===== src/rtl/pnp_dec_pkg.sv =====
package pnp_dec_pkg;
   localparam logic [7:0] IDX_ENABLE  = 8'h30;
   localparam logic [7:0] IDX_RCHECK  = 8'h31;
   localparam logic [7:0] IDX_BASE_HI = 8'h60;
   localparam logic [7:0] IDX_BASE_LO = 8'h61;

   typedef struct packed {
      logic enable;
      logic rc_en;
      logic rc_pat;
   } dev_ctl_t;
endpackage


===== src/rtl/pnp_cfg_regs.sv =====
module pnp_cfg_regs
   import pnp_dec_pkg::*;
#(
   parameter int DATA_W = 8,
   parameter int ADDR_W = 16
) (
   input  logic              clk,
   input  logic              rst_n,
   input  logic              cfg_mode,
   input  logic              idx_wr,
   input  logic              dat_wr,
   input  logic              dat_rd,
   input  logic [DATA_W-1:0] wdata,
   output logic [DATA_W-1:0] rdata,
   output dev_ctl_t          ctl,
   output logic [ADDR_W-1:0] base
);
   localparam int HALF = ADDR_W / 2;

   logic [DATA_W-1:0] idx_q;
   logic [HALF-1:0]   base_hi_q, base_lo_q;
   dev_ctl_t          ctl_q;
   logic              wr_ok, rd_ok;

   assign wr_ok = cfg_mode & dat_wr;
   assign rd_ok = cfg_mode & dat_rd;

   always_ff @(posedge clk or negedge rst_n) begin
      if (!rst_n) begin
         idx_q <= '0;
      end else if (idx_wr) begin
         idx_q <= wdata;
      end
   end

   always_ff @(posedge clk or negedge rst_n) begin
      if (!rst_n) begin
         ctl_q     <= '0;
         base_hi_q <= '0;
         base_lo_q <= '0;
      end else if (wr_ok) begin
         unique case (idx_q)
            IDX_ENABLE:  ctl_q.enable <= wdata[0];
            IDX_RCHECK:  begin
               ctl_q.rc_en  <= wdata[1];
               ctl_q.rc_pat <= wdata[0];
            end
            IDX_BASE_HI: base_hi_q <= wdata[HALF-1:0];
            IDX_BASE_LO: base_lo_q <= wdata[HALF-1:0];
            default: ;
         endcase
      end
   end

   always_comb begin
      rdata = '0;
      if (rd_ok) begin
         unique case (idx_q)
            IDX_ENABLE:  rdata[0]   = ctl_q.enable;
            IDX_RCHECK:  rdata[1:0] = {ctl_q.rc_en, ctl_q.rc_pat};
            IDX_BASE_HI: rdata[HALF-1:0] = base_hi_q;
            IDX_BASE_LO: rdata[HALF-1:0] = base_lo_q;
            default:     rdata = '0;
         endcase
      end
   end

   assign ctl  = ctl_q;
   assign base = {base_hi_q, base_lo_q};
endmodule


===== src/rtl/pnp_win_cmp.sv =====
module pnp_win_cmp #(
   parameter int DEC_W   = 12,
   parameter int WIN_LG2 = 3
) (
   input  logic [DEC_W-1:WIN_LG2] addr_cmp,
   input  logic [DEC_W-1:WIN_LG2] base_cmp,
   output logic                   hit
);
   localparam int CMP_W = DEC_W - WIN_LG2;

   logic [CMP_W-1:0] eq_bit;

   for (genvar i = 0; i < CMP_W; i++) begin : g_eq
      assign eq_bit[i] = ~(addr_cmp[WIN_LG2+i] ^ base_cmp[WIN_LG2+i]);
   end

   assign hit = &eq_bit;
endmodule


===== src/rtl/pnp_rc_resp.sv =====
module pnp_rc_resp #(
   parameter int DATA_W = 8
) (
   input  logic              rc_en,
   input  logic              rc_pat,
   input  logic              enable,
   input  logic              hit,
   input  logic              ior,
   output logic              drive,
   output logic [DATA_W-1:0] data
);
   localparam logic [DATA_W-1:0] PAT_ONE  = {(DATA_W/2){2'b01}};
   localparam logic [DATA_W-1:0] PAT_ZERO = {(DATA_W/2){2'b10}};

   assign drive = rc_en & ~enable & hit & ior;
   assign data  = drive ? (rc_pat ? PAT_ONE : PAT_ZERO) : '0;
endmodule


===== src/rtl/isa_pnp_iodec.sv =====
module isa_pnp_iodec
   import pnp_dec_pkg::*;
#(
   parameter int DATA_W  = 8,
   parameter int ADDR_W  = 16,
   parameter int DEC_W   = 12,
   parameter int WIN_LG2 = 3
) (
   input  logic              clk,
   input  logic              rst_n,
   input  logic              cfg_mode,
   input  logic              cfg_idx_wr,
   input  logic              cfg_dat_wr,
   input  logic              cfg_dat_rd,
   input  logic [DATA_W-1:0] cfg_wdata,
   output logic [DATA_W-1:0] cfg_rdata,
   input  logic [ADDR_W-1:0] bus_addr,
   input  logic              bus_ior,
   input  logic              bus_iow,
   output logic              dev_sel,
   output logic              rc_drive,
   output logic [DATA_W-1:0] rc_data
);
   if (DATA_W != 8) begin : g_bad_data
      $error("DATA_W must be 8");
   end
   if (ADDR_W != 2 * DATA_W) begin : g_bad_addr
      $error("ADDR_W must be twice DATA_W");
   end
   if (DEC_W > ADDR_W || WIN_LG2 < 1 || WIN_LG2 >= DEC_W) begin : g_bad_dec
      $error("need 1 <= WIN_LG2 < DEC_W <= ADDR_W");
   end

   dev_ctl_t          ctl;
   logic [ADDR_W-1:0] base;
   logic              hit;
   logic              unused_bits;

   pnp_cfg_regs #(.DATA_W(DATA_W), .ADDR_W(ADDR_W)) u_regs (
      .clk    (clk),
      .rst_n  (rst_n),
      .cfg_mode(cfg_mode),
      .idx_wr (cfg_idx_wr),
      .dat_wr (cfg_dat_wr),
      .dat_rd (cfg_dat_rd),
      .wdata  (cfg_wdata),
      .rdata  (cfg_rdata),
      .ctl    (ctl),
      .base   (base)
   );

   pnp_win_cmp #(.DEC_W(DEC_W), .WIN_LG2(WIN_LG2)) u_cmp (
      .addr_cmp(bus_addr[DEC_W-1:WIN_LG2]),
      .base_cmp(base[DEC_W-1:WIN_LG2]),
      .hit     (hit)
   );

   pnp_rc_resp #(.DATA_W(DATA_W)) u_rc (
      .rc_en (ctl.rc_en),
      .rc_pat(ctl.rc_pat),
      .enable(ctl.enable),
      .hit   (hit),
      .ior   (bus_ior),
      .drive (rc_drive),
      .data  (rc_data)
   );

   assign dev_sel = ctl.enable & hit & (bus_ior | bus_iow);

   if (DEC_W < ADDR_W) begin : g_hi_ignored
      assign unused_bits = &{1'b0, bus_addr[ADDR_W-1:DEC_W], base[ADDR_W-1:DEC_W],
                             bus_addr[WIN_LG2-1:0], base[WIN_LG2-1:0]};
   end else begin : g_full
      assign unused_bits = &{1'b0, bus_addr[WIN_LG2-1:0], base[WIN_LG2-1:0]};
   end
endmodule


===== config.mk =====
export PLATFORM = sky130hd
export DESIGN_NAME = isa_pnp_iodec
export DESIGN_NICKNAME = d
export VERILOG_FILES = /design/src/rtl/pnp_dec_pkg.sv /design/src/rtl/pnp_cfg_regs.sv /design/src/rtl/pnp_win_cmp.sv /design/src/rtl/pnp_rc_resp.sv /design/src/rtl/isa_pnp_iodec.sv
export SDC_FILE = /design/constraint.sdc
export NUM_CORES = 1
export LEC_CHECK = 0
export BUFFER_PORTS_ARGS = -buffer_cell sky130_fd_sc_hd__buf_2
export CAP_MARGIN = 15
export CORE_UTILIZATION = 31
export CTS_CLUSTER_SIZE = 28
export DETAILED_ROUTE_END_ITERATION = 7
export MAX_ROUTING_LAYER = met4
export PLACE_DENSITY = 0.62
export REMOVE_ABC_BUFFERS = 1
export SYNTH_ARGS = -nofsm -noshare
export SYNTH_HDL_FRONTEND = slang
export SYNTH_HIERARCHICAL = 1
export SYNTH_SLANG_ARGS = --single-unit

===== constraint.sdc =====
create_clock -name clk -period 6.93 [get_ports clk]
set_clock_uncertainty 0.2 [all_clocks]
set_input_delay 2.079 -clock clk [delete_from_list [all_inputs] [get_ports clk]]
set_output_delay 2.079 -clock clk [all_outputs]
set_load 0.1 [all_outputs]

-- Yosys cells after proc, flatten, opt, wreduce, memory -nomap -nowiden
Index checks and enable logic that the tools add are counted.
- output and inout bits: 18
- word-level logic and storage cells: 48
- register bits after elaboration: 27
- input bits: 32
- bitwise gates (word level): 27
- reductions and logical operators: 5
- multiplexer cells: 6
- equal/unequal tests: 4
- operators with widths (operator ; number):
    8-bit two-way mux ; 3
    8-bit by 6-bit == test with 1-bit output (second input constant) ; 2
    8-bit by 7-bit == test with 1-bit output (second input constant) ; 2
    6-bit case mux with 2 select lines ; 1
    1-bit inverter ; 10
    9-bit AND reduction ; 1
    1-bit bitwise XOR ; 9
    2-bit AND reduction ; 4
    1-bit bitwise AND ; 7
    1-bit case mux with 4 select lines ; 1
    1-bit case mux with 3 select lines ; 1
    1-bit OR ; 1

-- Logic depth before layout (Yosys ltp)
Gate-level depths: netlist (run 1).
- depth in word-level cells: 6
- depth in mapped cells: 6
- depth with buffers taken out: 5

-- Hierarchy
Netlist (run 1), hierarchy kept.
- modules (own cells, without submodules) (module ; sequential area each (um^2) ; area an instance (um^2) ; instances ; cells an instance):
    pnp_cfg_regs ; 675.6 ; 1312.5 ; 1 ; 91
    pnp_win_cmp ; 0.0 ; 102.6 ; 1 ; 12
    pnp_rc_resp ; 0.0 ; 68.8 ; 1 ; 9
    isa_pnp_iodec ; 0.0 ; 10.0 ; 1 ; 1

-- Worst setup path before layout (run 1)
OpenSTA, ideal clock, no wires.
- path kind: input port to output port
- start: input port cfg_mode
- end: output port cfg_rdata[0]
- setup slack: -2.494 ns
- data required time: 4.651 ns
- arrival: 7.145 ns
- stages: 3
- path buffers: 0
- cells stage by stage: nor3b_4 -> nand3b_1 -> a2111oi_0
- cells in the longest elaborated chain, start to end: 2
- ends and longest elaborated chain (item ; RTL line ; RTL):
    start, declared ; isa_pnp_iodec.sv:11 ; input logic cfg_mode,
    1-bit bitwise AND ; pnp_cfg_regs.sv:26 ; assign rd_ok = cfg_mode & dat_rd;
    8-bit two-way mux ; pnp_cfg_regs.sv:57 ; if (rd_ok) begin
    end, declared ; isa_pnp_iodec.sv:16 ; output logic [DATA_W-1:0] cfg_rdata,
Every way passes these cells.

-- Worst setup path after layout (run 1)
- start: input port bus_addr[4]
- end: output port rc_data[4]
- cells in the longest elaborated chain, start to end: 6
- ends and longest elaborated chain (item ; RTL line ; RTL):
    start, declared ; isa_pnp_iodec.sv:17 ; input logic [ADDR_W-1:0] bus_addr,
    1-bit bitwise XOR ; pnp_win_cmp.sv:14 ; assign eq_bit[i] = ~(addr_cmp[WIN_LG2+i] ^ base_cmp[WIN_LG2+i]);
    1-bit inverter ; pnp_win_cmp.sv:14 ;
    9-bit AND reduction ; pnp_win_cmp.sv:17 ; assign hit = &eq_bit;
    net hit ; isa_pnp_iodec.sv:36 ; logic hit;
    1-bit bitwise AND (2 in a row) ; pnp_rc_resp.sv:15 ; assign drive = rc_en & ~enable & hit & ior;
    8-bit two-way mux ; pnp_rc_resp.sv:16 ; assign data = drive ? (rc_pat ? PAT_ONE : PAT_ZERO) : '0;
    end, declared ; isa_pnp_iodec.sv:22 ; output logic [DATA_W-1:0] rc_data
The timed path passes the listed nets, and every way through them passes these cells.

==> results of run 1 <==
[kinds of logic after synthesis]
kind of cell / synth area share, %
AO/OA/AOI/OAI: 3.52
XOR/XNOR: 5.28
buffers and inverters: 4.94
flip-flops: 45.2
multiplexers: 26.4
AND/OR/NAND/NOR: 14.7
[placed cells by master, fill, tap and decap left out, types with 3 or more instances in the layout]
cell and count:
mux2_2 19, mux2i_1 6, clkbuf_8 3, xnor2_1 7, dfrtp_1 27, mux2_4 8
buf_2 42, nor2_1 6, and3b_1 3
[metal layers]
metal | up-vias | global-route usage [%]
met5 | - | -
met4 | 0 | 4.22
met3 | 2 | 1.83
met2 | 23 | 23.7
met1 | 502 | 17.2
li1 | 483 | -
[path summary, 6_finish.rpt]
check | slack, ns | from | to
max in group asynchronous | 4.53 | rst_n | u_regs/idx_q[7]$_DFFE_PN0P_
worst max-delay path | 1.00 | bus_addr[4] | rc_data[4]
worst max register to register | 4.93 | u_regs/idx_q[0]$_DFFE_PN0P_ | u_regs/base_hi_q[1]$_DFFE_PN0P_
min in group asynchronous | 1.61 | rst_n | u_regs/base_lo_q[4]$_DFFE_PN0P_
worst min-delay path | 0.31 | u_regs/base_lo_q[1]$_DFFE_PN0P_ | u_regs/base_lo_q[1]$_DFFE_PN0P_
worst min register to register | 0.31 | u_regs/base_lo_q[1]$_DFFE_PN0P_ | u_regs/base_lo_q[1]$_DFFE_PN0P_
[power by group]
group | switching, W | internal, W | leakage [nW] | total (W)
Combinational | 0.0000176 | 0.0000238 | 0.484 | 0.0000414
Sequential | 0.0000116 | 0.000167 | 0.357 | 0.000179
Clock | 0.0000455 | 0.0000411 | 0.0228 | 0.0000865
[final cells by class]
class | count | area (sq um)
fillers | 423 | 2760
clock buffers | 4 | 45.0
flip-flops and latches | 27 | 676
repair buffers | 42 | 210
well taps | 52 | 65.1
multi-input cells | 77 | 744
[metrics by stage]
stage,utilization [%],power (W),setup WS [ns],cell area [sq um]
after floorplan,-,0.000204,-2.49,1420
after global placement,37.6,0.000222,1.03,1700
after detailed placement,37.6,0.000224,0.970,1700
after CTS,38.6,0.000311,0.962,1740
after global routing,38.6,0.000323,0.880,1740
final,38.6,0.000307,1.00,1740
[flip-flops by register name (all words and copies together), names as in the netlist]
register and cells:
u_regs/base_lo_q 8, u_regs/idx_q 8, u_regs/ctl 3, u_regs/base_hi_q 8
==> results.toml, run 1 <==
[setup_path]
ff2ff_path_depth = 3
end_kind = "output port"
critical_path.max_stage_delay_ns = 0.44
crit_required_ns = 4.65
critPathTopFamily = "simple AND/OR/NAND/NOR gates"
crit_fanout = 4
arrival_ns = 3.65
critPathBufInv = 2
cp_slowest_cell = "buf_2"
crit_top_cell = "buf_2"
cp.depth = 7
path_class = "in2out"
crit_chain = "buf_2 > xnor2_1 > nand3_1 > nor4_2 > and4b_1 > and2_1 > buf_2"
start_kind = "primary input"

[sta]
setup_viol = 0
tns_ns = 0
fmax_ghz = 0.169
relSlewSlack_pct = 60.1
holdWs_ns = 0.313
worst_pin_slew_ns = 0.598
timing.final.crit_share_pct = 85.5
maxSlewViolCount = 0
period_minus_slack_ns = 5.93
rsz0062_at_grt = "no"
finalHoldViolCount = 0

[floorplanning]
io_pins = 50
core_area_sq_um = 4500
start_util_pct = 33.2
dieHeight_um = 71.4
rows = 24
die_area_sq_um = 5100
die-width_um = 71.4

[drt]
drt-met1-wl_um = 1480
vias = 1010
route.top_layer_used = "met4"
wl_per_cell_um = 16.1
drt_iter0_drc = 71
drt_pass1_iterations = 4
vias_per_cell = 5.00
post-route-drc-count = 0
ant_nets = 0
wirelength_um = 3250
wl_met3_um = 94
dr_wl_met2_um = 1640

[clocking]
cts.sinks = 27
cts_resized = 0
cts_setup_buffers = 0
cts_tree = "done"
cts_hold_buf = 0
cts-buffers-inserted = 3
h-tree-depth = 1
cts_root_buf = "clkbuf_8"
insertion_delay_ns = 0.26
cts_buffer_depth = 2
path_clk_slew_ns = 0.09

[grt]
grt_remaining_overflow = 0
grt_pass1_vias = 1083
antenna_found_initial = 0
grt_pass1_wl_um = 5220
grt_use_total_pct = 13.9
grt_max_degree = 28

[yosys]
yosys.area.top_type_share_pct = 45.2
synth_edf_count = 0
synth_commonest_cells = "dfrtp_1, mux2_2, mux2_4, xnor2_1"
synth_flop_cell = "dfrtp_1"
yosys.area.top_type = "dfrtp_1"
synth_area_sq_um = 1490
synth_cells = 113
synth.most_common_cell = "dfrtp_1"
seq_area_frac_synth_pct = 45.2
netlist-cell-type-count = 34
synth-seq-cells = 27
syn_avg_cell_area_sq_um = 13.2
async_flop_share_pct = 100
ys_warn_count = 6
yosys-top-cells-area = "dfrtp_1, mux2_2, mux2_4"

[cells_and_area]
final_cells = 202
finalNetCount = 183
drive_gt1_share_pct = 51.3
area_delta_synth_final_pct = 16.5
diodes = 0

[place]
place_inst = 198
port_buffers = 42
hpwl_um = 2500
place.gp.congestion = 0.834

[job]
cap_violations = 0

[worst_hold_path]
hold_class = "reg2reg"
holdPathStages = 1

[pwr]
peakVddDrop_uv = 78.4
leakage_nw = 0.864
p_per_area_nw_per_um2 = 176

[run_status]
status = "complete, no violations"
Note: power is estimated with default switching activity, not from simulation.
==> inputs of run 2 (changes only) <==
CORE_MARGIN = 10   (was not set)
==> run 2 against run 1 <==
Die area is 57% higher; combinational power is 1% lower; total power is 0.96% higher; critical path type unchanged.
==> results.toml, run 2 (synthesized netlist as in run 1, its figures left out) <==
[worst_hold_path]
holdPathStages = 1
holdCritStartpoint = "u_regs/base_hi_q[5]$_DFFE_PN0P_"
hold_class = "reg2reg"

[setup_path]
critical_path.max_stage_delay_ns = 0.44
start_kind = "primary input"
cp_slowest_cell = "buf_2"
crit_top_cell = "buf_2"
r2r_start = "u_regs/idx_q[0]$_DFFE_PN0P_"
crit_required_ns = 4.65
ff2ff_path_depth = 3
crit_fanout = 4
path_class = "in2out"
end_kind = "output port"
crit_chain = "buf_2 > xnor2_1 > nand3_1 > nor4_2 > and4b_1 > and2_1 > buf_2"
arrival_ns = 3.63
critPathLaunch = "bus_addr[8]"

[drt]
wl_per_cell_um = 17.0
drt_pass1_iterations = 4
wirelength_um = 3460
vias = 1011
ant_nets = 0
drt_iter0_drc = 49
post-route-drc-count = 0
vias_per_cell = 4.96

[clocking]
cts_resized = 0
cts_buffer_depth = 2
cts-buffers-inserted = 3
cts.sinks = 27
insertion_delay_ns = 0.28
cts_tree = "done"
h-tree-depth = 1
cts_setup_buffers = 0
path_clk_slew_ns = 0.09
cts_root_buf = "clkbuf_8"
cts_hold_buf = 0

[cells_and_area]
multiInputGateArea_sq_um = 744
finish.instance_area_sq_um = 1750
fill_cells = 454
final_common_cell = "buf_2"
diodes = 0
seqCellArea_sq_um = 676
finalNetCount = 183
final_cells = 204
drive_gt1_share_pct = 52.0
utilization_pct = 37.2
top_regs = "u_regs/base_hi_q x8, u_regs/base_lo_q x8, u_regs/idx_q x8"
area_delta_synth_final_pct = 16.9
most-common-layout-cells = "buf_2, dfrtp_1, mux2_2"

[place]
place_area_sq_um = 1700
port_buffers = 42
place_inst = 200
place.gp.congestion = 0.803
hpwl_um = 2700

[pwr]
clkPwrFrac_pct = 29.1
combinationalPowerShare_pct = 13.2
swShare_pct = 25.1
p_per_area_nw_per_um2 = 177
peakVddDrop_uv = 77.2
p_sw_w = 0.0000778
internal_power_w = 0.000232
p_seq_share_pct = 57.8
leakage_nw = 0.863

[grt]
grt_remaining_overflow = 0
grt_use_total_pct = 8.89
grt_pass1_vias = 1111
grt_max_degree = 28
grt_pass1_wl_um = 5400
antenna_found_initial = 0

[sta]
setup_viol = 0
period_minus_slack_ns = 5.91
finalHoldViolCount = 0
tns_ns = 0
timing.final.crit_share_pct = 85.3
relSlewSlack_pct = 60.0
maxSlewViolCount = 0
fmax_ghz = 0.169
worst_pin_slew_ns = 0.600
rsz0062_at_grt = "no"
holdWs_ns = 0.313

[job]
cap_violations = 0

[floorplanning]
io_pins = 50
core_area_sq_um = 4690
rows = 25
dieHeight_um = 89.4
die_area_sq_um = 8000
die-width_um = 89.4
start_util_pct = 31.8

[run_status]
status = "complete, no violations"
run 2: changes by cell type in the layout (fill, tap and decap cells not counted), sizes merged:
cell and delta:
clkinvlp +1, clkbuf -1
run 2: critical path, delay by kind of cell:
family                    cells  cell delay (ns)
and+or+nand+nor               4             0.88
buffers and inverters         2             0.54
xor gates and xnor gates      1             0.13
run 2: final cells by class:
| type | instances | share of cell area (%) |
|---|---|---|
| multi-input combinational | 77 | 42.6 |
| sequential | 27 | 38.7 |
| timing repair buffer | 42 | 12.0 |
| tap | 54 | 3.87 |
| clock buffer | 3 | 2.36 |
| clock inverter | 1 | 0.430 |
run 2: final timing paths:
path | end | slack (ns)
max reg2reg | u_regs/base_hi_q[0]$_DFFE_PN0P_ | 4.97
min | u_regs/base_hi_q[5]$_DFFE_PN0P_ | 0.31
max | rc_data[4] | 1.02
max in group asynchronous | u_regs/base_lo_q[0]$_DFFE_PN0P_ | 4.53
min in group asynchronous | u_regs/base_hi_q[3]$_DFFE_PN0P_ | 1.59
min reg2reg | u_regs/base_hi_q[5]$_DFFE_PN0P_ | 0.31
run 2: per-stage QoR:
stage	worst slack, ns	total power (W)
finish	1.02	0.000310
floorplan	-2.49	0.000204
CTS	0.963	0.000315
detailed placement	0.963	0.000223
global placement	0.970	0.000221
global route	0.865	0.000327
run 2: power by group through the flow:
stage,clock network (W),registers (W),logic (W)
after floorplan,0,0.000178,0.0000252
after global placement,0,0.000182,0.0000398
after detailed placement,0,0.000182,0.0000411
after CTS,0.0000944,0.000179,0.0000414
after global routing,0.000102,0.000181,0.0000451
final,0.0000901,0.000179,0.0000408
run 2: routing by layer:
layer | part of all wire, % | global-route usage, % | up-vias
li1 | - | - | 477
met1 | 45 | 10.3 | 499
met2 | 45 | 14.5 | 33
met3 | 9.2 | 3.01 | 2
met4 | 0.61 | 2.17 | 0
met5 | 0 | - | -
==> inputs of run 3 (changes only) <==
clock period = 6.6 ns   (was 6.93 ns; I/O delays follow)
==> run 3 against run 2 <==
Combinational power increased by 5%; via count increased by 1.2%; largest power group unchanged; final cell count unchanged; wire length increased by 0.14%; non-clock buffer count unchanged; total power increased by 5.3%; sequential power increased by 5%; die area unchanged; global-route usage increased by 0.14 points.
==> results.toml, run 3 (synthesized netlist as in run 1, its figures left out) <==
[run_status]
status = "complete, no violations"

[setup_path]
crit_fanout = 4
ff2ff_path_depth = 3
arrival_ns = 3.52
crit_required_ns = 4.42
path_class = "in2out"
start_kind = "primary input"
end_kind = "output port"

[drt]
drt_pass1_iterations = 4
vias_per_cell = 5.01
wirelength_um = 3470
post-route-drc-count = 0
drt_iter0_drc = 51
vias = 1023
ant_nets = 0
wl_per_cell_um = 17.0

[sta]
fmax_ghz = 0.175
setup_slack_ns = 0.900
finalHoldViolCount = 0
maxSlewViolCount = 0
relSlewSlack_pct = 59.7
setup_viol = 0
rsz0062_at_grt = "no"
period_minus_slack_ns = 5.70
timing.final.crit_share_pct = 86.4
holdWs_ns = 0.315
worst_pin_slew_ns = 0.605

[cells_and_area]
drive_gt1_share_pct = 52.0
diodes = 0
finalNetCount = 183
final_common_cell = "buf_2"
finish.instance_area_sq_um = 1750
area_delta_synth_final_pct = 16.9
top_regs = "u_regs/base_hi_q x8, u_regs/base_lo_q x8, u_regs/idx_q x8"
fill_cells = 470
most-common-layout-cells = "buf_2, dfrtp_1, mux2_2"

[pwr]
power_w = 0.000326
p_per_area_nw_per_um2 = 187
peakVddDrop_uv = 83.7
clkPwrFrac_pct = 29.3
swShare_pct = 25.3
p_seq_share_pct = 57.6
leakage_nw = 0.863
combinationalPowerShare_pct = 13.1
internal_power_w = 0.000244
p_sw_w = 0.0000826

[worst_hold_path]
holdPathStages = 1
hold_class = "reg2reg"

[grt]
grt_pass1_wl_um = 5490
grt_pass1_vias = 1105
grt_remaining_overflow = 0
antenna_found_initial = 0
grt_max_degree = 28
grt_use_total_pct = 9.02

[place]
pre_cts_ws_ns = 0.854
place.gp.congestion = 0.802
hpwl_um = 2710
place_area_sq_um = 1700
port_buffers = 42

[clocking]
cts.sinks = 27
cts_tree = "done"
cts_root_buf = "clkbuf_8"
cts-buffers-inserted = 3
cts_setup_buffers = 0
h-tree-depth = 1
cts_resized = 0
cts_buffer_depth = 2
cts_hold_buf = 0
insertion_delay_ns = 0.28
path_clk_slew_ns = 0.10

[floorplanning]
die_area_sq_um = 8000
io_pins = 50
die-width_um = 89.4
rows = 25
start_util_pct = 31.8
core_area_sq_um = 4690
dieHeight_um = 89.4

[job]
cap_violations = 0
run 3: cell counts in the layout (fill, tap and decap cells not counted):
No cell type changed its count.
run 3: path summary, 6_finish.rpt:
| check | start | endpoint | slack [ns] |
|---|---|---|---|
| max in group asynchronous | rst_n | u_regs/base_lo_q[0]$_DFFE_PN0P_ | 4.30 |
| worst min-delay path | u_regs/base_hi_q[5]$_DFFE_PN0P_ | u_regs/base_hi_q[5]$_DFFE_PN0P_ | 0.31 |
| min in group asynchronous | rst_n | u_regs/base_lo_q[4]$_DFFE_PN0P_ | 1.50 |
| worst min register to register | u_regs/base_hi_q[5]$_DFFE_PN0P_ | u_regs/base_hi_q[5]$_DFFE_PN0P_ | 0.31 |
| worst max register to register | u_regs/idx_q[0]$_DFFE_PN0P_ | u_regs/base_hi_q[0]$_DFFE_PN0P_ | 4.61 |
| worst max-delay path | bus_addr[8] | rc_data[4] | 0.90 |
run 3: cell type report:
cell class	instances	area (sq um)	area share (%)
Timing Repair Buffer	42	210	12.0
Tap cell	54	67.6	3.87
Clock buffer	3	41.3	2.36
Multi-Input combinational cell	77	744	42.6
Clock inverter	1	7.51	0.430
Sequential cell	27	676	38.7
run 3: per-stage QoR:
step                      std cells  setup TNS [ns]  utilization, %
after floorplan                 104          -15.68               -
after global placement          200               0            36.2
after detailed placement        200               0            36.2
after CTS                       204               0            37.2
after global routing            204               0            37.2
final                           204               0            37.2
run 3: power groups by stage:
| stage | sequential [W] | combinational [W] | clock (W) |
|---|---|---|---|
| finish | 0.000188 | 0.0000427 | 0.0000957 |
| global route | 0.000190 | 0.0000476 | 0.000106 |
| CTS | 0.000188 | 0.0000435 | 0.0000990 |
| detailed placement | 0.000191 | 0.0000433 | 0 |
| global placement | 0.000191 | 0.0000418 | 0 |
| floorplan | 0.000187 | 0.0000265 | 0 |
run 3: critical path, cell delays in order:
cell     delay, ns
buf_2         0.10
xnor2_1       0.13
nand3_1       0.11
nor4_2        0.31
and4b_1       0.27
and2_1        0.17
buf_2         0.44
run 3: metal layers:
layer / track usage [%] / part of all wire (%) / vias up
met2: 14.5 / 45 / 34
met4: 2.17 / 0.61 / 0
met3: 2.64 / 8.9 / 2
li1: - / - / 480
met1: 10.9 / 46 / 507
met5: - / 0 / -
